### config.mk
export PLATFORM = sky130hd
export DESIGN_NAME = crc4_smf_engine
export DESIGN_NICKNAME = d
export VERILOG_FILES = /design/src/rtl/crc4_pkg.sv /design/src/rtl/crc4_slot_decode.sv /design/src/rtl/crc4_lfsr.sv /design/src/rtl/crc4_rx_check.sv /design/src/rtl/crc4_smf_engine.sv
export SDC_FILE = /design/constraint.sdc
export NUM_CORES = 1
export LEC_CHECK = 0
export ABC_AREA = 1
export BUFFER_PORTS_ARGS = -buffer_cell sky130_fd_sc_hd__buf_4
export CAP_MARGIN = 20
export CORE_ASPECT_RATIO = 1.75
export CORE_UTILIZATION = 45
export DETAILED_ROUTE_END_ITERATION = 8
export PLACE_DENSITY_LB_ADDON = 0.15
export SYNTH_ARGS = -nofsm -noshare
export SYNTH_HDL_FRONTEND = slang
export SYNTH_SLANG_ARGS = --single-unit
### constraint.sdc
create_clock -name clk -period 1.1 [get_ports clk]
set_clock_uncertainty 0.05 [all_clocks]
set_input_delay 0.165 -clock clk [delete_from_list [all_inputs] [get_ports clk]]
set_output_delay 0.165 -clock clk [all_outputs]
set_load 0.005 [all_outputs]
### src/rtl/crc4_pkg.sv
package crc4_pkg;

   // position flags decoded from frame number and bit position
   typedef struct packed {
      logic sof;    // first bit of a submultiframe
      logic eof;    // last bit of a submultiframe
      logic cbit;   // one of the check-bit slots
      logic clast;  // the final check-bit slot (C4)
   } slot_t;

endpackage

### src/rtl/crc4_slot_decode.sv
module crc4_slot_decode
   import crc4_pkg::*;
#(
   parameter int FRAME_BITS = 256,
   parameter int SMF_FRAMES = 8,
   parameter int CRC_W      = 4,
   localparam int BP_W = $clog2(FRAME_BITS),
   localparam int RF_W = $clog2(SMF_FRAMES),
   localparam int FN_W = RF_W + 1,
   localparam int CI_W = RF_W - 1
) (
   input  logic [FN_W-1:0] frame_num,
   input  logic [BP_W-1:0] bit_pos,
   output slot_t           slot,
   output logic [CI_W-1:0] cidx
);

   logic [RF_W-1:0] rel;
   logic            first_bit;
   logic            unused_half;

   assign rel         = frame_num[RF_W-1:0];
   assign unused_half = frame_num[FN_W-1];
   assign first_bit   = (bit_pos == '0);
   assign cidx        = rel[RF_W-1:1];

   always_comb begin
      slot.sof   = first_bit && (rel == '0);
      slot.eof   = (int'(bit_pos) == FRAME_BITS - 1) && (int'(rel) == SMF_FRAMES - 1);
      slot.cbit  = first_bit && !rel[0] && (int'(cidx) < CRC_W);
      slot.clast = slot.cbit && (int'(cidx) == CRC_W - 1);
   end

endmodule

### src/rtl/crc4_lfsr.sv
module crc4_lfsr #(
   parameter int           W    = 4,
   parameter logic [W-1:0] POLY = 4'b0011
) (
   input  logic         clk,
   input  logic         rst_n,
   input  logic         en,
   input  logic         clr,
   input  logic         din,
   output logic [W-1:0] nxt
);

   logic [W-1:0] q;
   logic [W-1:0] base;
   logic         fb;

   assign base = clr ? '0 : q;
   assign fb   = din ^ base[W-1];

   for (genvar i = 0; i < W; i++) begin : g_tap
      if (i == 0) begin : g_lsb
         assign nxt[i] = POLY[i] & fb;
      end else begin : g_up
         assign nxt[i] = base[i-1] ^ (POLY[i] & fb);
      end
   end

   always_ff @(posedge clk) begin
      if (!rst_n)  q <= '0;
      else if (en) q <= nxt;
   end

endmodule

### src/rtl/crc4_rx_check.sv
module crc4_rx_check
   import crc4_pkg::*;
#(
   parameter int CRC_W = 4,
   parameter int CI_W  = 2
) (
   input  logic             clk,
   input  logic             rst_n,
   input  logic             en,
   input  slot_t            slot,
   input  logic [CI_W-1:0]  cidx,
   input  logic             rx_din,
   input  logic [CRC_W-1:0] new_rem,
   input  logic             chk_disable,
   output logic             err
);

   logic [CRC_W-1:0] rx_ref_q;
   logic             valid_q;
   logic             acc_q;
   logic             miss;

   assign miss = rx_din ^ rx_ref_q[CRC_W-1-int'(cidx)];

   always_ff @(posedge clk) begin
      if (!rst_n) begin
         rx_ref_q <= '0;
         valid_q  <= 1'b0;
         acc_q    <= 1'b0;
         err      <= 1'b0;
      end else begin
         err <= 1'b0;
         if (en) begin
            if (slot.clast) begin
               err   <= valid_q && !chk_disable && (acc_q || miss);
               acc_q <= 1'b0;
            end else if (slot.cbit) begin
               acc_q <= acc_q || miss;
            end
            if (slot.eof) begin
               rx_ref_q <= new_rem;
               valid_q  <= 1'b1;
            end
         end
      end
   end

endmodule

### src/rtl/crc4_smf_engine.sv
module crc4_smf_engine
   import crc4_pkg::*;
#(
   parameter int               FRAME_BITS = 256,
   parameter int               SMF_FRAMES = 8,
   parameter int               CRC_W      = 4,
   parameter logic [CRC_W-1:0] POLY       = 4'b0011,
   parameter bit               REG_TXOUT  = 1'b0,
   localparam int BP_W = $clog2(FRAME_BITS),
   localparam int RF_W = $clog2(SMF_FRAMES),
   localparam int FN_W = RF_W + 1,
   localparam int CI_W = RF_W - 1
) (
   input  logic            clk,
   input  logic            rst_n,
   input  logic            bit_en,
   input  logic [FN_W-1:0] frame_num,
   input  logic [BP_W-1:0] bit_pos,
   input  logic            tx_din,
   input  logic            rx_din,
   input  logic            chk_disable,
   output logic            tx_dout,
   output logic            rx_crc_err
);

   // elaboration-time parameter checks
   if ((1 << RF_W) != SMF_FRAMES) begin : g_bad_frames
      $error("SMF_FRAMES must be a power of two");
   end
   if ((1 << BP_W) != FRAME_BITS) begin : g_bad_bits
      $error("FRAME_BITS must be a power of two");
   end
   if (SMF_FRAMES < 2 * CRC_W) begin : g_bad_slots
      $error("not enough even frames to carry all check bits");
   end
   if (!POLY[0]) begin : g_bad_poly
      $error("generator polynomial needs a constant term");
   end

   slot_t            slot;
   logic [CI_W-1:0]  cidx;
   logic [CRC_W-1:0] tx_nxt;
   logic [CRC_W-1:0] rx_nxt;
   logic [CRC_W-1:0] tx_hold_q;
   logic             tx_mux;

   crc4_slot_decode #(
      .FRAME_BITS(FRAME_BITS), .SMF_FRAMES(SMF_FRAMES), .CRC_W(CRC_W)
   ) u_dec (
      .frame_num(frame_num), .bit_pos(bit_pos), .slot(slot), .cidx(cidx)
   );

   crc4_lfsr #(.W(CRC_W), .POLY(POLY)) u_tx_div (
      .clk(clk), .rst_n(rst_n), .en(bit_en), .clr(slot.sof),
      .din(tx_din && !slot.cbit), .nxt(tx_nxt)
   );

   crc4_lfsr #(.W(CRC_W), .POLY(POLY)) u_rx_div (
      .clk(clk), .rst_n(rst_n), .en(bit_en), .clr(slot.sof),
      .din(rx_din && !slot.cbit), .nxt(rx_nxt)
   );

   crc4_rx_check #(.CRC_W(CRC_W), .CI_W(CI_W)) u_chk (
      .clk(clk), .rst_n(rst_n), .en(bit_en), .slot(slot), .cidx(cidx),
      .rx_din(rx_din), .new_rem(rx_nxt), .chk_disable(chk_disable),
      .err(rx_crc_err)
   );

   // transmit remainder, carried into the next submultiframe
   always_ff @(posedge clk) begin
      if (!rst_n)                tx_hold_q <= '0;
      else if (bit_en && slot.eof) tx_hold_q <= tx_nxt;
   end

   assign tx_mux = slot.cbit ? tx_hold_q[CRC_W-1-int'(cidx)] : tx_din;

   if (REG_TXOUT) begin : g_tx_reg
      always_ff @(posedge clk) begin
         if (!rst_n)      tx_dout <= 1'b0;
         else if (bit_en) tx_dout <= tx_mux;
      end
   end else begin : g_tx_comb
      assign tx_dout = tx_mux;
   end

endmodule

=== After elaboration in Yosys (flattened, before gate mapping) ===
Cells that the tools add are included.

* Output and inout port bits: 2
* Bits of input ports: 18
* Word-level logic and storage cells: 47
* Bits in registers: 19

* Magnitude comparators: 1
* Add/sub/neg operators: 1
* Bitwise logic cells: 5
* Reduce and logical (&&, ||, !) cells: 19
* Equality and inequality tests: 3
* Muxes and demuxes: 11

{| class="wikitable"
|+ Operators by type and width
! kind !! count
|-
| $logic_and A1 B1 Y1 || 9
|-
| $eq A8 B1 Y1 const B || 1
|-
| $logic_not A8 Y1 || 1
|-
| $mux W4 || 2
|-
| $mux W1 || 7
|-
| $xor A1 B1 Y1 || 5
|-
| $bmux W1 S2 || 2
|-
| $lt A3 B4 Y1 const B || 1
|-
| $reduce_and A2 Y1 || 2
|-
| $eq A3 B1 Y1 const B || 1
|-
| $logic_not A1 Y1 || 3
|-
| $logic_not A3 Y1 || 1
|-
| $reduce_and A3 Y1 || 1
|-
| $sub A2 B2 Y3 const A || 1
|-
| $eq A2 B1 Y1 const B || 1
|-
| $reduce_bool A2 Y1 || 1
|-
| $logic_or A1 B1 Y1 || 1
|}

=== Logic depth before layout (Yosys ltp) ===
Gate-level depths: netlist of run 1.

* Depth in word-level cells: 8
* Mapped depth: 10
* Depth with buffers taken out: 10

=== By module ===
From an unflattened synthesis of run 1, not the netlist that was laid out.

* Cell total of the unflattened synthesis: 171
* Area total of the unflattened synthesis: 1,093.5 um^2

{| class="wikitable"
|+ By module, submodules not included
! module !! seq. area each (um^2) !! cells each !! area each (um^2) !! instances
|-
| crc4_lfsr || 80.1 || 35 || 226.5 || 2
|-
| crc4_rx_check || 140.1 || 47 || 322.8 || 1
|-
| crc4_smf_engine || 80.1 || 33 || 207.7 || 1
|-
| crc4_slot_decode || 0.0 || 21 || 110.1 || 1
|}

=== Worst setup path after synthesis of run 1 ===
No wires, ideal clock.

* Path type: input to register
* Start: input bit_pos[5]
* End: register u_rx_div.q[0]
* Path buffers: 0
* Data required time: 0.935 ns
* Path slack: -0.043 ns
* Library setup time: 0.115 ns
* Cell stages on the path: 10
* Arrival time: 0.978 ns
* Path through: nor2_1 -> nand2_2 -> nor2_8 -> nand2_4 -> nand2_1 -> nand2_2 -> nand2_1 -> nand2_1 -> o211ai_1 -> inv_2

* Word-level cells in the longest chain between the ends: 5
* Elaborated cells between the ends (all ways): 7
* Those cells by class: 1 x mux; 1 x bitwise; 5 x reduce/logical

{| class="wikitable"
|+ RTL lines
! element !! RTL line !! RTL
|-
| start, declared || crc4_smf_engine.sv:18 || <nowiki>input logic [BP_W-1:0] bit_pos,</nowiki>
|-
| $logic_not A8 Y1 (*) || crc4_slot_decode.sv:24 || <nowiki>assign first_bit = (bit_pos == '0);</nowiki>
|-
| $logic_and A1 B1 Y1 || crc4_slot_decode.sv:30 || <nowiki>slot.cbit = first_bit && !rel[0] && (int'(cidx) < CRC_W);</nowiki>
|-
| $logic_not A1 Y1 || crc4_smf_engine.sv:60 || <nowiki>.din(rx_din && !slot.cbit), .nxt(rx_nxt)</nowiki>
|-
| $logic_and A1 B1 Y1 || crc4_smf_engine.sv:60 ||
|-
| $xor A1 B1 Y1 (*) || crc4_lfsr.sv:18 || <nowiki>assign fb = din ^ base[W-1];</nowiki>
|-
| end signal, assigned || crc4_lfsr.sv:30 || <nowiki>else if (en) q <= nxt;</nowiki>
|-
| end, declared || crc4_lfsr.sv:13 || <nowiki>logic [W-1:0] q;</nowiki>
|}

Mark *: on every way between the ends. The rest lies on a longest branch, timed or not.
A chain may end at the register's enable or synchronous reset.

=== Worst setup path after layout of run 1 ===
* Start: register tx_hold_q[0]
* End: output tx_dout

* Word-level cells in the longest chain between the ends: 4

{| class="wikitable"
|+ RTL lines
! element !! RTL line !! RTL
|-
| start, declared || crc4_smf_engine.sv:44 || <nowiki>logic [CRC_W-1:0] tx_hold_q;</nowiki>
|-
| start signal, assigned || crc4_smf_engine.sv:72 || <nowiki>else if (bit_en && slot.eof) tx_hold_q <= tx_nxt;</nowiki>
|-
| $bmux W1 S2 || crc4_smf_engine.sv:75 || <nowiki>assign tx_mux = slot.cbit ? tx_hold_q[CRC_W-1-int'(cidx)] : tx_din;</nowiki>
|-
| $mux W1 (not written as such) (2 in series) || crc4_smf_engine.sv:75 ||
|-
| $mux W1 || crc4_smf_engine.sv:75 ||
|-
| end, declared || crc4_smf_engine.sv:22 || <nowiki>output logic tx_dout,</nowiki>
|}

No other way between the ends. The select of a mux whose other input is x is not followed.

==> results of run 1 <==
[kinds of logic after synthesis]
kind of cell | share of synthesized area
buffers and inverters | 0.121
DFF | 0.345
AOI/OAI and AO/OA | 0.179
and+or+nand+nor | 0.354
[through the flow]
step                      worst slack [ps]  TNS (ps)  std cells  power, uW
after floorplan                      -4.04     -8.01        151        884
after detailed placement              -262     -3450        200        990
final                                 -201      -306        206       1520
after global routing                  -252      -759        206       1590
after global placement                -218     -2860        200        984
after CTS                             -186      -186        204       1460
[sequential cells by signal (all words and copies together) (netlist names)]
signal and cells:
u_tx_div.q 4, u_chk.err 1, u_rx_div.q 4, u_chk.valid_q 1
u_chk.rx_ref_q 4, u_chk.acc_q 1, tx_hold_q 4
[worst min-delay path by stage]
| stage | endpoint | start | slack (ps) | depth (start not counted) |
|---|---|---|---|---|
| 6_report | u_chk.err$_SDFF_PN0_ | chk_disable | 110 | 4 |
| 5_1_grt | u_chk.err$_SDFF_PN0_ | chk_disable | 120 | 4 |
| 4_1_cts | u_chk.err$_SDFF_PN0_ | chk_disable | 120 | 4 |
| 3_5_place_dp | u_chk.err$_SDFF_PN0_ | chk_disable | 390 | 4 |
| 3_3_place_gp | u_chk.err$_SDFF_PN0_ | chk_disable | 390 | 4 |
| 2_1_floorplan | tx_hold_q[2]$_SDFFE_PN0P_ | rst_n | 250 | 2 |
[per-layer routing]
metal,up-vias,part of all wire,global-route usage,wire [um]
met2,20,0.60,0.424,1710
met5,-,0,0,0
li1,554,-,-,-
met4,0,0.016,0.0776,46
met1,528,0.36,0.216,1040
met3,4,0.027,0.0296,78
[critical path, delay by kind of cell, from the launching register on]
| kind | cells | cell delay [ps] |
|---|---|---|
| compound gates | 3 | 270 |
| buf+inv | 1 | 120 |
| flops | 1 | 350 |
| simple gates | 1 | 90 |
[power breakdown]
part	switching (uW)	leakage [uW]	internal, uW
Clock	231	0.0000255	252
Sequential	13.4	0.000160	708
Combinational	173	0.000570	143
Total	418	0.000755	1100
[placed cells by master, fill, tap and decap left out, drive strengths merged]
master  instances
a21boi          2
a21oi          15
buf            31
clkbuf          3
clkinv          2
dfxtp          19
inv            19
nand2          44
nand3          12
nand3b          2
nand4           2
nor2           11
nor3            2
nor4            1
o211ai          4
o21a            1
o21ai          11
[layout make-up]
type	count	area share
multi-input combinational	107	0.484
sequential	19	0.251
timing repair buffer	31	0.165
inverter	20	0.0510
clock buffer	3	0.0263
tap	25	0.0199
clock inverter	1	0.00319
[repair_timing]
| action | in CTS | in global routing |
|---|---|---|
| setup buffers | 0 | 2 |
| setup endpoints to repair | 3 | 11 |
| resized for setup | 4 | 51 |
| pin swaps | 1 | 20 |
==> impl_summary.log, run 1 <==
INFO  metric status = finished with violations
INFO  metric failed_checks = setup timing
INFO  metric drcViolationCount = 0
INFO  metric num_vias = 1,106
INFO  metric worst-setup-path-type = reg2out
INFO  metric clkLatencyLatePin = 250 ps
INFO  metric worst_slew_margin_rel = 0.758
INFO  metric yosys_most_used_dff = sky130_fd_sc_hd__dfxtp_1
INFO  metric worst_pin_slew = 362 ps
INFO  metric yosys.cell_types.count = 28
INFO  metric crit_path_max_incr_delay = 350 ps
INFO  metric cell_type_of_the_slowest_stage_on_the_worst_timing_path = sky130_fd_sc_hd__dfxtp_2
INFO  metric synthTopCellsByCount = sky130_fd_sc_hd__nand2_1, sky130_fd_sc_hd__dfxtp_1, sky130_fd_sc_hd__a21oi_1, sky130_fd_sc_hd__inv_1
INFO  metric leading_cell_types_by_total_area_after_synthesis = sky130_fd_sc_hd__dfxtp_1, sky130_fd_sc_hd__nand2_1, sky130_fd_sc_hd__a21oi_1, sky130_fd_sc_hd__inv_1, sky130_fd_sc_hd__nand3_1
INFO  metric grt_setup_unrepaired = true
INFO  metric worst_hold_path_type = in2reg
INFO  metric max_clock_freq = 0.769 GHz
INFO  metric reg2reg_setup_slack = -30 ps
INFO  metric min_period = 1300 ps
INFO  metric ctsHoldBuffers = 0
INFO  metric synth_top_area_share = 0.345
INFO  metric arrival = 1090 ps
INFO  metric ctsHtreeMaxLevel = 1
INFO  metric power_density = 968 nW/um^2
INFO  metric synthMostInstantiatedCell = sky130_fd_sc_hd__nand2_1
INFO  metric final_core_utilization = 0.682
INFO  metric detailed_place.area = 1320 sq um
INFO  metric cts_tree = built
INFO  metric detailedPlacementHpwl = 2070 um
INFO  metric final.hold.worst_slack = 113 ps
INFO  metric synth_edf_count = 0
INFO  metric port-buffer-count = 18
INFO  metric antennaDiodeCount = 0
INFO  metric synthesized_area_per_cell = 7.30 sq um
INFO  metric grt_max_degree = 18
INFO  metric die_area = 2660 sq um
INFO  metric post_synth_instance_area = 1100 sq um
INFO  metric start_kind = flip-flop
INFO  metric endpoint_kind = primary output
INFO  metric required = 880 ps
INFO  metric timing.final.ws_setup = -201 ps
INFO  metric via_count_of_the_first_global_routing_pass = 1,012
INFO  metric clk_pin_slew = 80 ps
INFO  metric groute.usage.overall = 0.219
INFO  metric timing.rr.end = u_tx_div.q[1]$_SDFFE_PN0P_
INFO  metric yosysTopAreaCell = sky130_fd_sc_hd__dfxtp_1
INFO  metric cts_buffers = 3
INFO  metric max-cap-violations = 0
INFO  metric place_congestion = 0.828
INFO  metric multiInputGateArea = 759 sq um
INFO  metric global_route_wire_length_before_repair = 4020 um
INFO  metric grt-ovfl-total = 0
INFO  metric coreArea = 2300 sq um
INFO  metric initial_core_util = 0.479
INFO  metric timing_hold_violations_final = 0
INFO  metric setup_viol = 7
INFO  metric clk_root_buffer_cell = sky130_fd_sc_hd__clkbuf_8
INFO  metric grt_antenna_before_repair = 0
INFO  metric area.sequential = 394 sq um
INFO  metric power.ir.vdd_worst = 1.27 mV
INFO  metric ys.warnings.count = 0
INFO  metric clock_sinks = 19
INFO  metric synthToLayoutAreaGrowth = 42.5%
INFO  metric timing.critical_path.to = tx_dout
INFO  metric async_flop_share = 0
INFO  metric critical_path_peak_fanout = 2
INFO  metric nFillCells = 205
INFO  metric antenna_left = 0
INFO  metric timing_max_transition_violations_final = 0
INFO  metric clk_path_buf_depth = 2
INFO  metric fin_crit_sh = 1.18
INFO  metric fp.dieH = 67.5 um
INFO  metric leakage = 0.000755 uW
INFO  metric cp_cell_sequence = a21oi_2, o21ai_1, nand2_1, o21ai_1, buf_4
INFO  metric avgViaCountPerCell = 5.37
INFO  metric worst_setup_path_startpoint = tx_hold_q[0]$_SDFFE_PN0P_
INFO  metric crit-reg2reg-launch = u_tx_div.q[3]$_SDFFE_PN0P_
INFO  metric chipWidth = 39.4 um
INFO  metric mappedNetlistNets = 169
INFO  metric final_layout_size_suffix_gt1_frac = 0.536
INFO  metric number_of_drc_markers_in_iteration_0 = 15
INFO  metric floorplan.rows = 23
INFO  metric final_routed_wirelength = 2860 um
INFO  metric num-nets-final = 200
INFO  metric crit_top_cell = sky130_fd_sc_hd__o21ai_1
INFO  metric route.detailed.wl_per_inst = 13.9 um
INFO  metric boundaryPins = 20
INFO  metric r2r_cells = 7
INFO  metric seq_area_frac_synth = 0.345
INFO  metric postLayoutCellArea = 1570 sq um
INFO  metric firstDrtPassIters = 4
INFO  metric synth.ff_latch_count = 19
INFO  metric synthCells = 151
Power figures use the tool's default switching activity.
==> run 2: changes to the inputs <==
BUFFER_PORTS_ARGS = not set   (was -buffer_cell sky130_fd_sc_hd__buf_4)
CORE_ASPECT_RATIO = not set   (was 1.75)
CORE_UTILIZATION = 50   (was 45)
DONT_BUFFER_PORTS = 1   (was not set)
==> run 2 against run 1 <==
The flow still finishes with violations (setup timing). Register-to-register slack better by 50 ps. Largest power group unchanged. Clock-buffer cell count unchanged. Total power down 15%. Core utilization down 5.6 points. Critical path type unchanged. First-iteration DRC count up 27%. Largest cell class unchanged. Sequential share of layout area up 6.0 points.
==> impl_summary.log, run 2 (synthesis gave the netlist of run 1 again) <==
INFO  metric start_kind = flip-flop
INFO  metric num-nets-final = 178
INFO  metric num_vias = 986
INFO  metric grt_setup_unrepaired = true
INFO  metric synthToLayoutAreaGrowth = 14.8%
INFO  metric critical_path_peak_fanout = 2
INFO  metric power_density = 1020 nW/um^2
INFO  metric worst-setup-path-type = reg2out
INFO  metric timing_hold_violations_final = 0
INFO  metric final_routed_wirelength = 2320 um
INFO  metric global_route_wire_length_before_repair = 3620 um
INFO  metric postLayoutCellArea = 1260 sq um
INFO  metric multiInputGateArea = 651 sq um
INFO  metric floorplan.rows = 16
INFO  metric max_clock_freq = 0.817 GHz
INFO  metric cell_type_of_the_slowest_stage_on_the_worst_timing_path = sky130_fd_sc_hd__dfxtp_2
INFO  metric chipWidth = 49.0 um
INFO  metric tns = -124 ps
INFO  metric clk_path_buf_depth = 2
INFO  metric grt_max_degree = 16
INFO  metric required = 880 ps
INFO  metric final.hold.worst_slack = 6.03 ps
INFO  metric fp.dieH = 49.0 um
INFO  metric ctsHtreeMaxLevel = 1
INFO  metric power.ir.vdd_worst = 1.07 mV
INFO  metric worst_hold_path_type = in2reg
INFO  metric groute.usage.overall = 0.198
INFO  metric detailed_place.area = 1140 sq um
INFO  metric min_period = 1220 ps
INFO  metric route.detailed.wl_per_inst = 12.5 um
INFO  metric via_count_of_the_first_global_routing_pass = 872
INFO  metric most-common-layout-cells = sky130_fd_sc_hd__nand2_1, sky130_fd_sc_hd__nand2_2, sky130_fd_sc_hd__inv_1
INFO  metric cts_buffers = 3
INFO  metric failed_checks = setup timing
INFO  metric setup_viol = 1
INFO  metric final_common_cell = sky130_fd_sc_hd__nand2_1
INFO  metric dp_worst_setup_slack = -102 ps
INFO  metric coreArea = 2020 sq um
INFO  metric number_of_drc_markers_in_iteration_0 = 19
INFO  metric initial_core_util = 0.545
INFO  metric clk_pin_slew = 120 ps
INFO  metric fin_crit_sh = 1.11
INFO  metric cp_cell_sequence = inv_2, o21ai_1, nand2_1, o21ai_2
INFO  metric leakage = 0.000604 uW
INFO  metric boundaryPins = 20
INFO  metric timing.final.ws_setup = -124 ps
INFO  metric crit_path_max_incr_delay = 340 ps
INFO  metric nFillCells = 183
INFO  metric firstDrtPassIters = 4
INFO  metric antennaDiodeCount = 0
INFO  metric avgViaCountPerCell = 5.30
INFO  metric area.sequential = 393 sq um
INFO  metric grt-ovfl-total = 0
INFO  metric clkLatencyLatePin = 300 ps
INFO  metric drcViolationCount = 0
INFO  metric clock_sinks = 19
INFO  metric grt_antenna_before_repair = 0
INFO  metric clk_root_buffer_cell = sky130_fd_sc_hd__clkbuf_4
INFO  metric place_congestion = 0.769
INFO  metric detailedPlacementHpwl = 1630 um
INFO  metric arrival = 1010 ps
INFO  metric status = finished with violations
INFO  metric max-cap-violations = 0
INFO  metric port-buffer-count = 0
INFO  metric antenna_left = 0
INFO  metric worst_pin_slew = 484 ps
INFO  metric cts_tree = built
INFO  metric final_layout_size_suffix_gt1_frac = 0.390
INFO  metric timing_max_transition_violations_final = 0
INFO  metric endpoint_kind = primary output
INFO  metric die_area = 2400 sq um
INFO  metric worst_slew_margin_rel = 0.677
INFO  metric total_power = 1290 uW
[run 2: cell count changes in the layout (fill, tap and decap cells not counted), moves of 3 or more]
cell | before | now
sky130_fd_sc_hd__buf_4 | 25 | 6
sky130_fd_sc_hd__buf_6 | 5 | 0
sky130_fd_sc_hd__nand3_1 | 5 | 9
sky130_fd_sc_hd__nand2_1 | 20 | 27
sky130_fd_sc_hd__clkbuf_8 | 3 | 0
sky130_fd_sc_hd__clkbuf_4 | 0 | 3
sky130_fd_sc_hd__nand2_4 | 8 | 2
sky130_fd_sc_hd__nand3_2 | 7 | 3
[run 2: what timing repair did]
item | CTS | global route
endpoints found under the setup margin | 2 | 18
hold buffers | 3 | 0
pin swaps | 3 | 8
setup buffers | 0 | 2
hold endpoints to repair | 16 | 0
resized for setup | 5 | 20
[run 2: area by class of cell]
class                      count  area share
multi-input combinational    107       0.514
sequential                    19       0.311
inverter                      20      0.0633
timing repair buffer           9      0.0613
tap                           27      0.0267
clock buffer                   3      0.0178
clock inverter                 1     0.00593
[run 2: critical path, delay by kind of cell (launching register included)]
kind                   cells  cell delay (ps)
AOI/OAI and AO/OA          2              260
buffers and inverters      1               30
DFF                        1              340
and+or+nand+nor            1               70
[run 2: layer usage]
layer  GRT usage  routed length (um)  up-vias
met5           0                   0        -
met4      0.0441                  23        0
met3      0.0685                 105        4
met2       0.340                1120       23
met1       0.237                1070      450
li1            -                   -      509
[run 2: path summary, 6_finish.rpt]
| check | cells past startpoint | start | slack (ps) | to |
|---|---|---|---|---|
| hold reg to reg | 2 | u_chk.valid_q$_SDFFE_PN0P_ | 430 | u_chk.valid_q$_SDFFE_PN0P_ |
| setup reg to reg | 7 | u_chk.rx_ref_q[0]$_SDFFE_PN0P_ | 20 | u_chk.acc_q$_SDFFE_PN0P_ |
| setup / recovery | 4 | tx_hold_q[1]$_SDFFE_PN0P_ | -120 | tx_dout |
| hold / removal | 2 | bit_en | 6 | u_rx_div.q[2]$_SDFFE_PN0P_ |
[run 2: where the power goes]
| part | switching, uW | internal, uW | leakage [uW] |
|---|---|---|---|
| sequential | 10.8 | 710 | 0.000160 |
| clock | 244 | 139 | 0.0000139 |
| combinational | 111 | 78.1 | 0.000430 |
[run 2: metrics by stage]
stage / util / cells
after floorplan: - / 151
after global placement: 0.563 / 177
after detailed placement: 0.563 / 177
after CTS: 0.597 / 184
after global routing: 0.626 / 186
final: 0.626 / 186
==> run 3: changes to the inputs <==
RECOVER_POWER = 50   (was not set)
==> run 3 against run 2 <==
Cell area down 0.20%. Register-to-register slack about the same. Combinational power about the same. Total power about the same. First-iteration DRC count did not move. Via count decreased by 0.10%. The flow still finishes with violations (setup timing). Hold slack hardly changed. Sequential share of layout area rose by 0.062 points. Clock power hardly changed. Routed wire length hardly changed. Clock-buffer cell count stayed put. Non-clock buffer count is the same.
==> impl_summary.log, run 3 (synthesis gave the netlist of run 1 again) <==
INFO  metric path_delay_family = flip-flops
INFO  metric final_core_utilization = 0.624
INFO  metric timing_max_transition_violations_final = 0
INFO  metric crit_path_max_incr_delay = 340 ps
INFO  metric power_density = 1020 nW/um^2
INFO  metric detailedPlacementHpwl = 1630 um
INFO  metric comb_power_share = 0.146
INFO  metric max_clock_freq = 0.817 GHz
INFO  metric grt-ovfl-total = 0
INFO  metric place_congestion = 0.769
INFO  metric start_kind = flip-flop
INFO  metric number_of_drc_markers_in_iteration_0 = 19
INFO  metric port-buffer-count = 0
INFO  metric boundaryPins = 20
INFO  metric dp_worst_setup_slack = -102 ps
INFO  metric grt_antenna_before_repair = 0
INFO  metric clkLatencyLatePin = 300 ps
INFO  metric worst_hold_path_type = in2reg
INFO  metric switching_part_of_the_total = 0.283
INFO  metric timing_hold_violations_final = 0
INFO  metric tns = -124 ps
INFO  metric groute.usage.overall = 0.198
INFO  metric multiInputGateArea = 651 sq um
INFO  metric cts_tree = built
INFO  metric endpoint_kind = primary output
INFO  metric coreArea = 2020 sq um
INFO  metric worst_pin_slew = 488 ps
INFO  metric ctsHtreeMaxLevel = 1
INFO  metric nFillCells = 184
INFO  metric clk_path_buf_depth = 2
INFO  metric clk_pin_slew = 120 ps
INFO  metric final_routed_wirelength = 2320 um
INFO  metric clk_root_buffer_cell = sky130_fd_sc_hd__clkbuf_4
INFO  metric power.ir.vdd_worst = 1.07 mV
INFO  metric num-nets-final = 178
INFO  metric via_count_of_the_first_global_routing_pass = 872
INFO  metric placedCellCount = 177
INFO  metric firstDrtPassIters = 4
INFO  metric seq_power_share = 0.558
INFO  metric num_vias = 985
INFO  metric intPower = 926 uW
INFO  metric drcViolationCount = 0
INFO  metric finalNonFillerCells = 186
INFO  metric arrival = 1010 ps
INFO  metric clock_sinks = 19
INFO  metric grt_max_degree = 16
INFO  metric antennaDiodeCount = 0
INFO  metric failed_checks = setup timing
INFO  metric timing.final.ws_setup = -124 ps
INFO  metric initial_core_util = 0.545
INFO  metric path_buf_inv = 1
INFO  metric antenna_left = 0
INFO  metric die_area = 2400 sq um
INFO  metric fin_crit_sh = 1.11
INFO  metric final_common_cell = sky130_fd_sc_hd__nand2_1
INFO  metric final_layout_size_suffix_gt1_frac = 0.390
INFO  metric leakage = 0.000595 uW
INFO  metric route.detailed.wl_per_inst = 12.5 um
INFO  metric global_route_wire_length_before_repair = 3620 um
INFO  metric setup_viol = 1
INFO  metric chipWidth = 49.0 um
INFO  metric critical_path_peak_fanout = 2
INFO  metric cp_cell_sequence = inv_2, o21ai_1, nand2_1, o21ai_2
INFO  metric most-common-layout-cells = sky130_fd_sc_hd__nand2_1, sky130_fd_sc_hd__nand2_2, sky130_fd_sc_hd__inv_1
INFO  metric min_period = 1220 ps
INFO  metric avgViaCountPerCell = 5.30
INFO  metric synthToLayoutAreaGrowth = 14.5%
INFO  metric floorplan.rows = 16
INFO  metric final.hold.worst_slack = 5.97 ps
INFO  metric area.sequential = 393 sq um
INFO  metric status = finished with violations
INFO  metric clock_power_share = 0.296
INFO  metric cell_type_of_the_slowest_stage_on_the_worst_timing_path = sky130_fd_sc_hd__dfxtp_2
INFO  metric cts_buffers = 3
INFO  metric worst-setup-path-type = reg2out
INFO  metric required = 880 ps
INFO  metric worst_slew_margin_rel = 0.675
INFO  metric max-cap-violations = 0
INFO  metric grt_setup_unrepaired = true
INFO  metric fp.dieH = 49.0 um
INFO  metric power.switching = 366 uW
run 3: final cells by class:
cell class,instances,area share
clock inverter,1,0.00595
timing repair buffer,9,0.0595
sequential,19,0.311
inverter,20,0.0634
clock buffer,3,0.0178
tap,27,0.0268
multi-input combinational,107,0.515
run 3: per-stage QoR:
| stage | total power (uW) | instance area [sq um] |
|---|---|---|
| 2_1_floorplan | 884 | 1130 |
| 3_3_place_gp | 884 | 1140 |
| 3_5_place_dp | 890 | 1140 |
| 4_1_cts | 1290 | 1210 |
| 5_1_grt | 1350 | 1260 |
| 6_report | 1290 | 1260 |
run 3: path summary, 6_finish.rpt:
path                                                     start                    endpoint  slack [ps]  cells after the start
worst max-delay path                 tx_hold_q[1]$_SDFFE_PN0P_                     tx_dout        -120                      4
worst min-delay path                                    bit_en  u_rx_div.q[2]$_SDFFE_PN0P_           6                      2
worst max register to register  u_chk.rx_ref_q[0]$_SDFFE_PN0P_    u_chk.acc_q$_SDFFE_PN0P_          20                      7
worst min register to register      u_chk.valid_q$_SDFFE_PN0P_  u_chk.valid_q$_SDFFE_PN0P_         430                      2
run 3: power by group through the flow:
stage | sequential [uW] | combinational [uW] | clock [uW]
after floorplan | 734 | 149 | 0
after global placement | 736 | 149 | 0
after detailed placement | 736 | 154 | 0
after CTS | 720 | 178 | 387
after global routing | 723 | 209 | 418
final | 721 | 188 | 383
run 3: layer usage:
| metal | GRT usage | wire length, um | vias up |
|---|---|---|---|
| li1 | - | - | 509 |
| met2 | 0.340 | 1110 | 26 |
| met4 | 0.0441 | 23 | 0 |
| met3 | 0.0685 | 114 | 4 |
| met1 | 0.237 | 1070 | 446 |
| met5 | 0 | 0 | - |
run 3: timing repair:
action,4_1_cts,5_1_grt
setup buffers,0,2
gates cloned,0,0
endpoints found under the setup margin,2,18
resized for setup,5,20
pin swaps,3,8
hold buffers,3,0
endpoints found under the hold margin,16,0
